==> src/rtl/pwm_tmr_pkg.sv <==
package pwm_tmr_pkg;

  // Per-channel strobes from control to datapath
  typedef struct packed {
    logic load;     // copy buffers into active registers
    logic step;     // decrement this cycle
    logic autoRl;   // reload from buffers on reaching zero
    logic invert;   // flip the pin level
  } chStrobeT;

  localparam int SLICE_W   = 4;
  localparam int BIT_START = 0;
  localparam int BIT_MANUAL = 1;
  localparam int BIT_INVERT = 2;
  localparam int BIT_AUTORL = 3;

  // Start bit of a channel's slice in the shared control word
  function automatic int ctlBase(input int ch);
    return (ch == 0) ? 0 : (4 * ch + 4);
  endfunction

endpackage

==> src/rtl/pwm_tmr_ctl.sv <==
module pwm_tmr_ctl
  import pwm_tmr_pkg::*;
#(
  parameter int NUM_CH = 4,
  parameter int CNT_W  = 16,
  parameter int ADDR_W = 8,
  parameter int DATA_W = 32
) (
  input  logic                           clk,
  input  logic                           rstN,
  input  logic                           regWrEn,
  input  logic [ADDR_W-1:0]              regAddr,
  input  logic [DATA_W-1:0]              regWdata,
  output logic [DATA_W-1:0]              regRdata,
  input  logic [NUM_CH-1:0][CNT_W-1:0]   liveCnt,
  output logic [NUM_CH-1:0][CNT_W-1:0]   bufCnt,
  output logic [NUM_CH-1:0][CNT_W-1:0]   bufCmp,
  output chStrobeT [NUM_CH-1:0]          strobe
);

  localparam int PSC_W      = 4;
  localparam int SEL_W      = 2;
  localparam int ADDR_SEL   = 'h04;
  localparam int ADDR_CTRL  = 'h08;
  localparam int CH_FIRST   = 'h0C;
  localparam int CH_STRIDE  = 12;
  localparam int OFF_CMP    = 4;
  localparam int OFF_LIVE   = 8;

  function automatic logic [DATA_W-1:0] ctrlMask();
    logic [DATA_W-1:0] m;
    m = '0;
    for (int c = 0; c < NUM_CH; c++)
      m[ctlBase(c) +: SLICE_W] = '1;
    return m;
  endfunction

  localparam logic [DATA_W-1:0] CTRL_MASK = ctrlMask();

  function automatic logic tickFor(input logic [PSC_W-1:0] c,
                                   input logic [SEL_W-1:0] s);
    case (s)
      2'd0:    return c[0];
      2'd1:    return &c[1:0];
      2'd2:    return &c[2:0];
      default: return &c;
    endcase
  endfunction

  function automatic logic [ADDR_W-1:0] chAddr(input int ch, input int off);
    return ADDR_W'(CH_FIRST + CH_STRIDE * ch + off);
  endfunction

  logic [DATA_W-1:0]            ctrlReg;
  logic [NUM_CH-1:0][SEL_W-1:0] divSel;
  logic [PSC_W-1:0]             pscCnt;

  // Shared free-running prescaler
  always_ff @(posedge clk) begin
    if (!rstN) pscCnt <= '0;
    else       pscCnt <= pscCnt + 1'b1;
  end

  // Register writes
  always_ff @(posedge clk) begin
    if (!rstN) begin
      ctrlReg <= '0;
      divSel  <= '0;
      bufCnt  <= '0;
      bufCmp  <= '0;
    end else if (regWrEn) begin
      if (regAddr == ADDR_W'(ADDR_CTRL)) ctrlReg <= regWdata & CTRL_MASK;
      if (regAddr == ADDR_W'(ADDR_SEL))  divSel  <= regWdata[NUM_CH*SEL_W-1:0];
      for (int c = 0; c < NUM_CH; c++) begin
        if (regAddr == chAddr(c, 0))       bufCnt[c] <= regWdata[CNT_W-1:0];
        if (regAddr == chAddr(c, OFF_CMP)) bufCmp[c] <= regWdata[CNT_W-1:0];
      end
    end
  end

  // Read mux
  always_comb begin
    regRdata = '0;
    if (regAddr == ADDR_W'(ADDR_CTRL)) regRdata = ctrlReg;
    if (regAddr == ADDR_W'(ADDR_SEL))  regRdata = DATA_W'(divSel);
    for (int c = 0; c < NUM_CH; c++) begin
      if (regAddr == chAddr(c, 0))        regRdata = DATA_W'(bufCnt[c]);
      if (regAddr == chAddr(c, OFF_CMP))  regRdata = DATA_W'(bufCmp[c]);
      if (regAddr == chAddr(c, OFF_LIVE)) regRdata = DATA_W'(liveCnt[c]);
    end
  end

  // Per-channel strobe generation from the control slices
  for (genvar g = 0; g < NUM_CH; g++) begin : g_strobe
    localparam int B = ctlBase(g);
    logic [SLICE_W-1:0] slice;
    logic               tick;
    assign slice = ctrlReg[B +: SLICE_W];
    assign tick  = tickFor(pscCnt, divSel[g]);
    assign strobe[g].load   = slice[BIT_MANUAL];
    assign strobe[g].step   = slice[BIT_START] & tick & ~slice[BIT_MANUAL];
    assign strobe[g].autoRl = slice[BIT_AUTORL];
    assign strobe[g].invert = slice[BIT_INVERT];
  end

endmodule

==> src/rtl/pwm_tmr_dp.sv <==
module pwm_tmr_dp
  import pwm_tmr_pkg::*;
#(
  parameter int NUM_CH = 4,
  parameter int CNT_W  = 16
) (
  input  logic                           clk,
  input  logic                           rstN,
  input  chStrobeT [NUM_CH-1:0]          strobe,
  input  logic [NUM_CH-1:0][CNT_W-1:0]   bufCnt,
  input  logic [NUM_CH-1:0][CNT_W-1:0]   bufCmp,
  output logic [NUM_CH-1:0][CNT_W-1:0]   liveCnt,
  output logic [NUM_CH-1:0]              pwmPin,
  output logic [NUM_CH-1:0]              zeroIrq
);

  localparam logic [CNT_W-1:0] ONE = CNT_W'(1);

  for (genvar g = 0; g < NUM_CH; g++) begin : g_chan
    logic [CNT_W-1:0] cnt;
    logic [CNT_W-1:0] cmpAct;
    logic [CNT_W-1:0] nextCnt;
    logic             lvl;
    logic             irq;

    assign nextCnt = cnt - ONE;

    always_ff @(posedge clk) begin
      if (!rstN) begin
        cnt    <= '0;
        cmpAct <= '0;
        lvl    <= 1'b0;
        irq    <= 1'b0;
      end else begin
        irq <= 1'b0;
        if (strobe[g].load) begin
          cnt    <= bufCnt[g];
          cmpAct <= bufCmp[g];
          lvl    <= 1'b0;
        end else if (strobe[g].step && cnt != '0) begin
          if (cnt == ONE) begin
            irq <= 1'b1;
            lvl <= 1'b0;
            if (strobe[g].autoRl) begin
              cnt    <= bufCnt[g];
              cmpAct <= bufCmp[g];
            end else begin
              cnt <= '0;
            end
          end else begin
            cnt <= nextCnt;
            if (nextCnt == cmpAct) lvl <= 1'b1;
          end
        end
      end
    end

    assign liveCnt[g] = cnt;
    assign pwmPin[g]  = lvl ^ strobe[g].invert;
    assign zeroIrq[g] = irq;
  end

endmodule

==> src/rtl/dbuf_pwm_timer.sv <==
module dbuf_pwm_timer
  import pwm_tmr_pkg::*;
#(
  parameter int NUM_CH = 4,
  parameter int CNT_W  = 16,
  parameter int ADDR_W = 8,
  parameter int DATA_W = 32
) (
  input  logic              clk,
  input  logic              rstN,
  input  logic              regWrEn,
  input  logic [ADDR_W-1:0] regAddr,
  input  logic [DATA_W-1:0] regWdata,
  output logic [DATA_W-1:0] regRdata,
  output logic [NUM_CH-1:0] pwmPin,
  output logic [NUM_CH-1:0] zeroIrq
);

  logic [NUM_CH-1:0][CNT_W-1:0] liveCnt;
  logic [NUM_CH-1:0][CNT_W-1:0] bufCnt;
  logic [NUM_CH-1:0][CNT_W-1:0] bufCmp;
  chStrobeT [NUM_CH-1:0]        strobe;

  pwm_tmr_ctl #(
    .NUM_CH(NUM_CH), .CNT_W(CNT_W), .ADDR_W(ADDR_W), .DATA_W(DATA_W)
  ) u_ctl (
    .clk(clk), .rstN(rstN), .regWrEn(regWrEn), .regAddr(regAddr),
    .regWdata(regWdata), .regRdata(regRdata), .liveCnt(liveCnt),
    .bufCnt(bufCnt), .bufCmp(bufCmp), .strobe(strobe)
  );

  pwm_tmr_dp #(
    .NUM_CH(NUM_CH), .CNT_W(CNT_W)
  ) u_dp (
    .clk(clk), .rstN(rstN), .strobe(strobe), .bufCnt(bufCnt),
    .bufCmp(bufCmp), .liveCnt(liveCnt), .pwmPin(pwmPin), .zeroIrq(zeroIrq)
  );

endmodule

==> config.mk <==
export PLATFORM = sky130hd
export DESIGN_NAME = dbuf_pwm_timer
export DESIGN_NICKNAME = d
export VERILOG_FILES = /design/src/rtl/pwm_tmr_pkg.sv /design/src/rtl/pwm_tmr_ctl.sv /design/src/rtl/pwm_tmr_dp.sv /design/src/rtl/dbuf_pwm_timer.sv
export SDC_FILE = /design/constraint.sdc
export NUM_CORES = 1
export LEC_CHECK = 0
export BUFFER_PORTS_ARGS = -buffer_cell sky130_fd_sc_hd__buf_2
export CAP_MARGIN = 5
export CORE_ASPECT_RATIO = 2
export CORE_MARGIN = 2
export CORE_UTILIZATION = 50
export DETAILED_ROUTE_END_ITERATION = 8
export MAX_ROUTING_LAYER = met4
export PLACE_DENSITY = 0.67
export SYNTH_ARGS = -nofsm -noshare
export SYNTH_HDL_FRONTEND = slang
export SYNTH_HIERARCHICAL = 1
export SYNTH_SLANG_ARGS = --single-unit
export TNS_END_PERCENT = 5
==> constraint.sdc <==
create_clock -name clk -period 3.34 [get_ports clk]
set_input_delay 0.334 -clock clk [delete_from_list [all_inputs] [get_ports clk]]
set_output_delay 0.334 -clock clk [all_outputs]
set_load 0.05 [all_outputs]
==> out/qor.yml <==
drt:
  vias_per_cell: 6.58
  wl_per_cell_um: 27.9
  drc_errors: 0
  antenna_left: 0
  vias: 18200
  drt_iter0_markers: 1705
  dr.pass1.iters: 6
  routed_wl_mm: 77.3
run:
  maxCapViolCount: 0
yosys:
  synth_area_sq_mm: 0.0173
  yosysTopAreaCell: "dfxtp_1"
  dominantRegCellSynth: "dfxtp_1"
  syn_area_per_cell_sq_um: 7.53
  synth_xor_area_frac: 0.0414
  synthMostInstantiatedCell: "nand2_1"
  synth_compound_area_frac: 0.270
  yosysWarnings: 6
  synth.top_cells.by_count: "nand2_1 (510), dfxtp_1 (292), a21oi_1 (152), a21boi_0 (141), clkbuf_1 (137)"
  ys_ff_latch: 292
  synth_top_family_by_area: "compound AO/OA/AOI/OAI gates"
  yosys.cell_types.count: 93
  synthAdderAreaFrac: 0.00722
  yosysSeqAreaShare: 0.337
  synthSimpleGateAreaFrac: 0.254
  synth_top_area_frac: 0.337
  async_reset_ff_frac: 0
  synth.area.top_cells: "dfxtp_1 (34%), nand2_1 (11%), a21boi_0 (6.1%)"
  synth_edf_count: 0
  muxShareOfSynthArea: 0.0225
  syn_inst: 2300
power:
  seqPwrFrac: 0.464
  peakVddDrop_mv: 0.429
  power.density_mw_per_mm2: 389
  p_switching_mw: 1.87
  combPwrFrac: 0.063
  switching_share: 0.249
  clockPowerShare: 0.473
  power.leakage_nw: 6.88
  power.internal_mw: 5.65
timing:
  final_hold_viol_count: 0
  relSlewSlack: 0.350
  drv_slew: 0
  clock.fmax_mhz: 298
  clock-skew-final_ns: 0.0174
  setup_viol: 1
  rsz0062_at_grt: "no"
  hold_ws_ns: 0.0318
  worst_slew_pin_slew_ns: 0.966
  finalCritPeriodShare: 1.00
  period_minus_slack_ns: 3.36
  finalSetupTns_ns: -0.0157
  fin_ws_ns: -0.0157
die:
  die_area_sq_mm: 0.0363
  num_rows: 96
  core_area_sq_mm: 0.0342
  pin_count: 83
  dieHeight_um: 267
  die_x_um: 136
  start_util: 0.506
run_status:
  outcome: "finished with violations"
  violations: "setup timing"
layout:
  multi_input_area_sq_mm: 0.0104
  area_growth_pct: 11.6
  final_cell_count_no_fill: 2772
  regArea_sq_mm: 0.00585
  final_net_count: 2358
  drive_above_1_share: 0.123
  fillers: 3289
min_path:
  min_path_type: "in -> reg"
clock_network:
  cts_tree: "yes"
  root_buffer: "clkbuf_16"
  clk_latency_ns: 0.58
  htreeDepth: 1
  cts_setup_buffers: 0
  cts.sinks: 292
  clkSlewWorstSetupHoldPaths_ns: 0.07
  cts-buffers-inserted: 28
  cts_buffer_depth: 3
worst_setup_path:
  cp_max_fo: 14
  required_ns: 3.01
  critPathLaunchType: "input port"
  crit_path_end_kind: "primary output"
  worstPathArrival_ns: 3.02
  worst-setup-path-type: "in -> out"
placement:
  gp_congestion: 1.11
  dp_cells: 2715
  dp_hpwl_mm: 58.4
  io_buffers: 58
global_route:
  grt_max_degree: 108
  antenna_found_initial: 2
  gr-total-overflow: 0
  grt_pass1_vias: 17500
  groute.usage.overall: 0.434
  grt_pass1_wl_mm: 113
worst paths after layout:
| check | from | end | slack (ns) | cells after the start |
|---|---|---|---|---|
| worst max-delay path | regAddr[7] | regRdata[8] | -0.02 | 7 |
| worst min register to register | u_dp/g_chan[3].cmpAct[15] | u_dp/g_chan[3].cmpAct[15] | 0.47 | 2 |
| worst max register to register | u_ctl/pscCnt[0] | u_dp/g_chan[3].cnt[6] | 0.23 | 10 |
| worst min-delay path | regWdata[17] | u_ctl/ctrlReg[17] | 0.03 | 3 |
power groups by stage:
stage | Combinational [mW] | Clock (mW) | Sequential (mW)
global placement | 0.453 | 0 | 3.57
finish | 0.474 | 3.55 | 3.49
detailed placement | 0.456 | 0 | 3.57
global route | 0.483 | 3.69 | 3.49
floorplan | 0.271 | 0 | 3.57
CTS | 0.457 | 3.59 | 3.49
repair_timing:
item,in CTS,in global routing
endpoints found under the hold margin,1,0
resized for setup,0,3
hold buffers,1,0
endpoints found under the setup margin,0,28
sequential cells by signal (all words and copies together) (netlist names):
name and cells:
u_dp/g_chan.cnt 64, u_dp/g_chan.irq 4, u_ctl/ctrlReg 16, u_dp/g_chan.lvl 4
u_ctl/pscCnt 4, u_ctl/divSel 8, u_dp/g_chan.cmpAct 64, u_ctl/bufCnt 64
u_ctl/bufCmp 64
kinds of logic after synthesis:
kind of cell / Yosys count
adder cells (fa/ha/maj): 10
buffers and inverters: 256
flip-flops: 292
XOR/XNOR: 82
AO/OA/AOI/OAI: 679
other: 1
AND/OR/NAND/NOR: 942
multiplexers: 38
area by class of cell:
class                   count  area share
multi-input cells        1763       0.538
flip-flops and latches    292       0.302
repair buffers            179      0.0708
clock buffers              37      0.0422
well taps                 441      0.0285
clock inverters            15      0.0101
inverters                  41     0.00802
diodes                      4    0.000518
metal layers:
layer	part of all wire	routed length, um	track usage	up-vias
li1	-	-	-	8173
met1	0.33	25400	0.422	8657
met2	0.49	37900	0.738	1016
met3	0.062	4790	0.0591	403
met4	0.12	9110	0.392	0
met5	0	0	-	-
stage by stage:
step	setup WS (ns)	util	total power, mW	cell area, sq um
5_1_grt	0.0562	0.565	7.67	19300
3_3_place_gp	0.111	0.534	4.02	18300
6_report	-0.0157	0.565	7.52	19300
2_1_floorplan	0.146	-	3.84	17400
3_5_place_dp	0.0950	0.534	4.03	18300
4_1_cts	0.0613	0.564	7.54	19300
critical path, cell delays in order:
cell and delay [ns]:
buf_2 0.18, or4b_4 0.69, a2111oi_0 0.80, a31oi_1 0.14, o21ai_0 0.41, o211ai_1 0.19
buf_2 0.25
cell usage in the layout (no fill, tap or decap), types with 9 or more instances in the layout:
cell type,synthesis,final
a211oi_1,16,16
a21boi_0,141,141
a21oi_1,152,152
a221oi_1,13,13
a22o_1,12,12
a22oi_1,28,28
a31oi_1,15,15
a32o_1,10,10
a32oi_1,22,22
and2_1,18,17
and3_1,25,25
buf_12,0,13
buf_2,38,56
buf_4,31,109
clkbuf_16,0,29
conb_1,1,12
dfxtp_1,292,292
ha_1,10,10
inv_1,38,38
mux2i_1,30,30
nand2_1,510,510
nand2b_1,18,18
nand3_1,54,54
nand4_1,12,12
nor2_1,118,118
nor2b_1,31,31
nor3_1,49,48
nor3b_1,10,10
nor4_1,24,23
o2111ai_1,12,12
o211ai_1,19,19
o21ai_0,107,107
o221ai_1,9,9
o22ai_1,20,20
or3_1,9,9
or4_1,20,20
xnor2_1,54,54
xor2_1,28,28
Note: power is estimated with default switching activity, not from simulation.
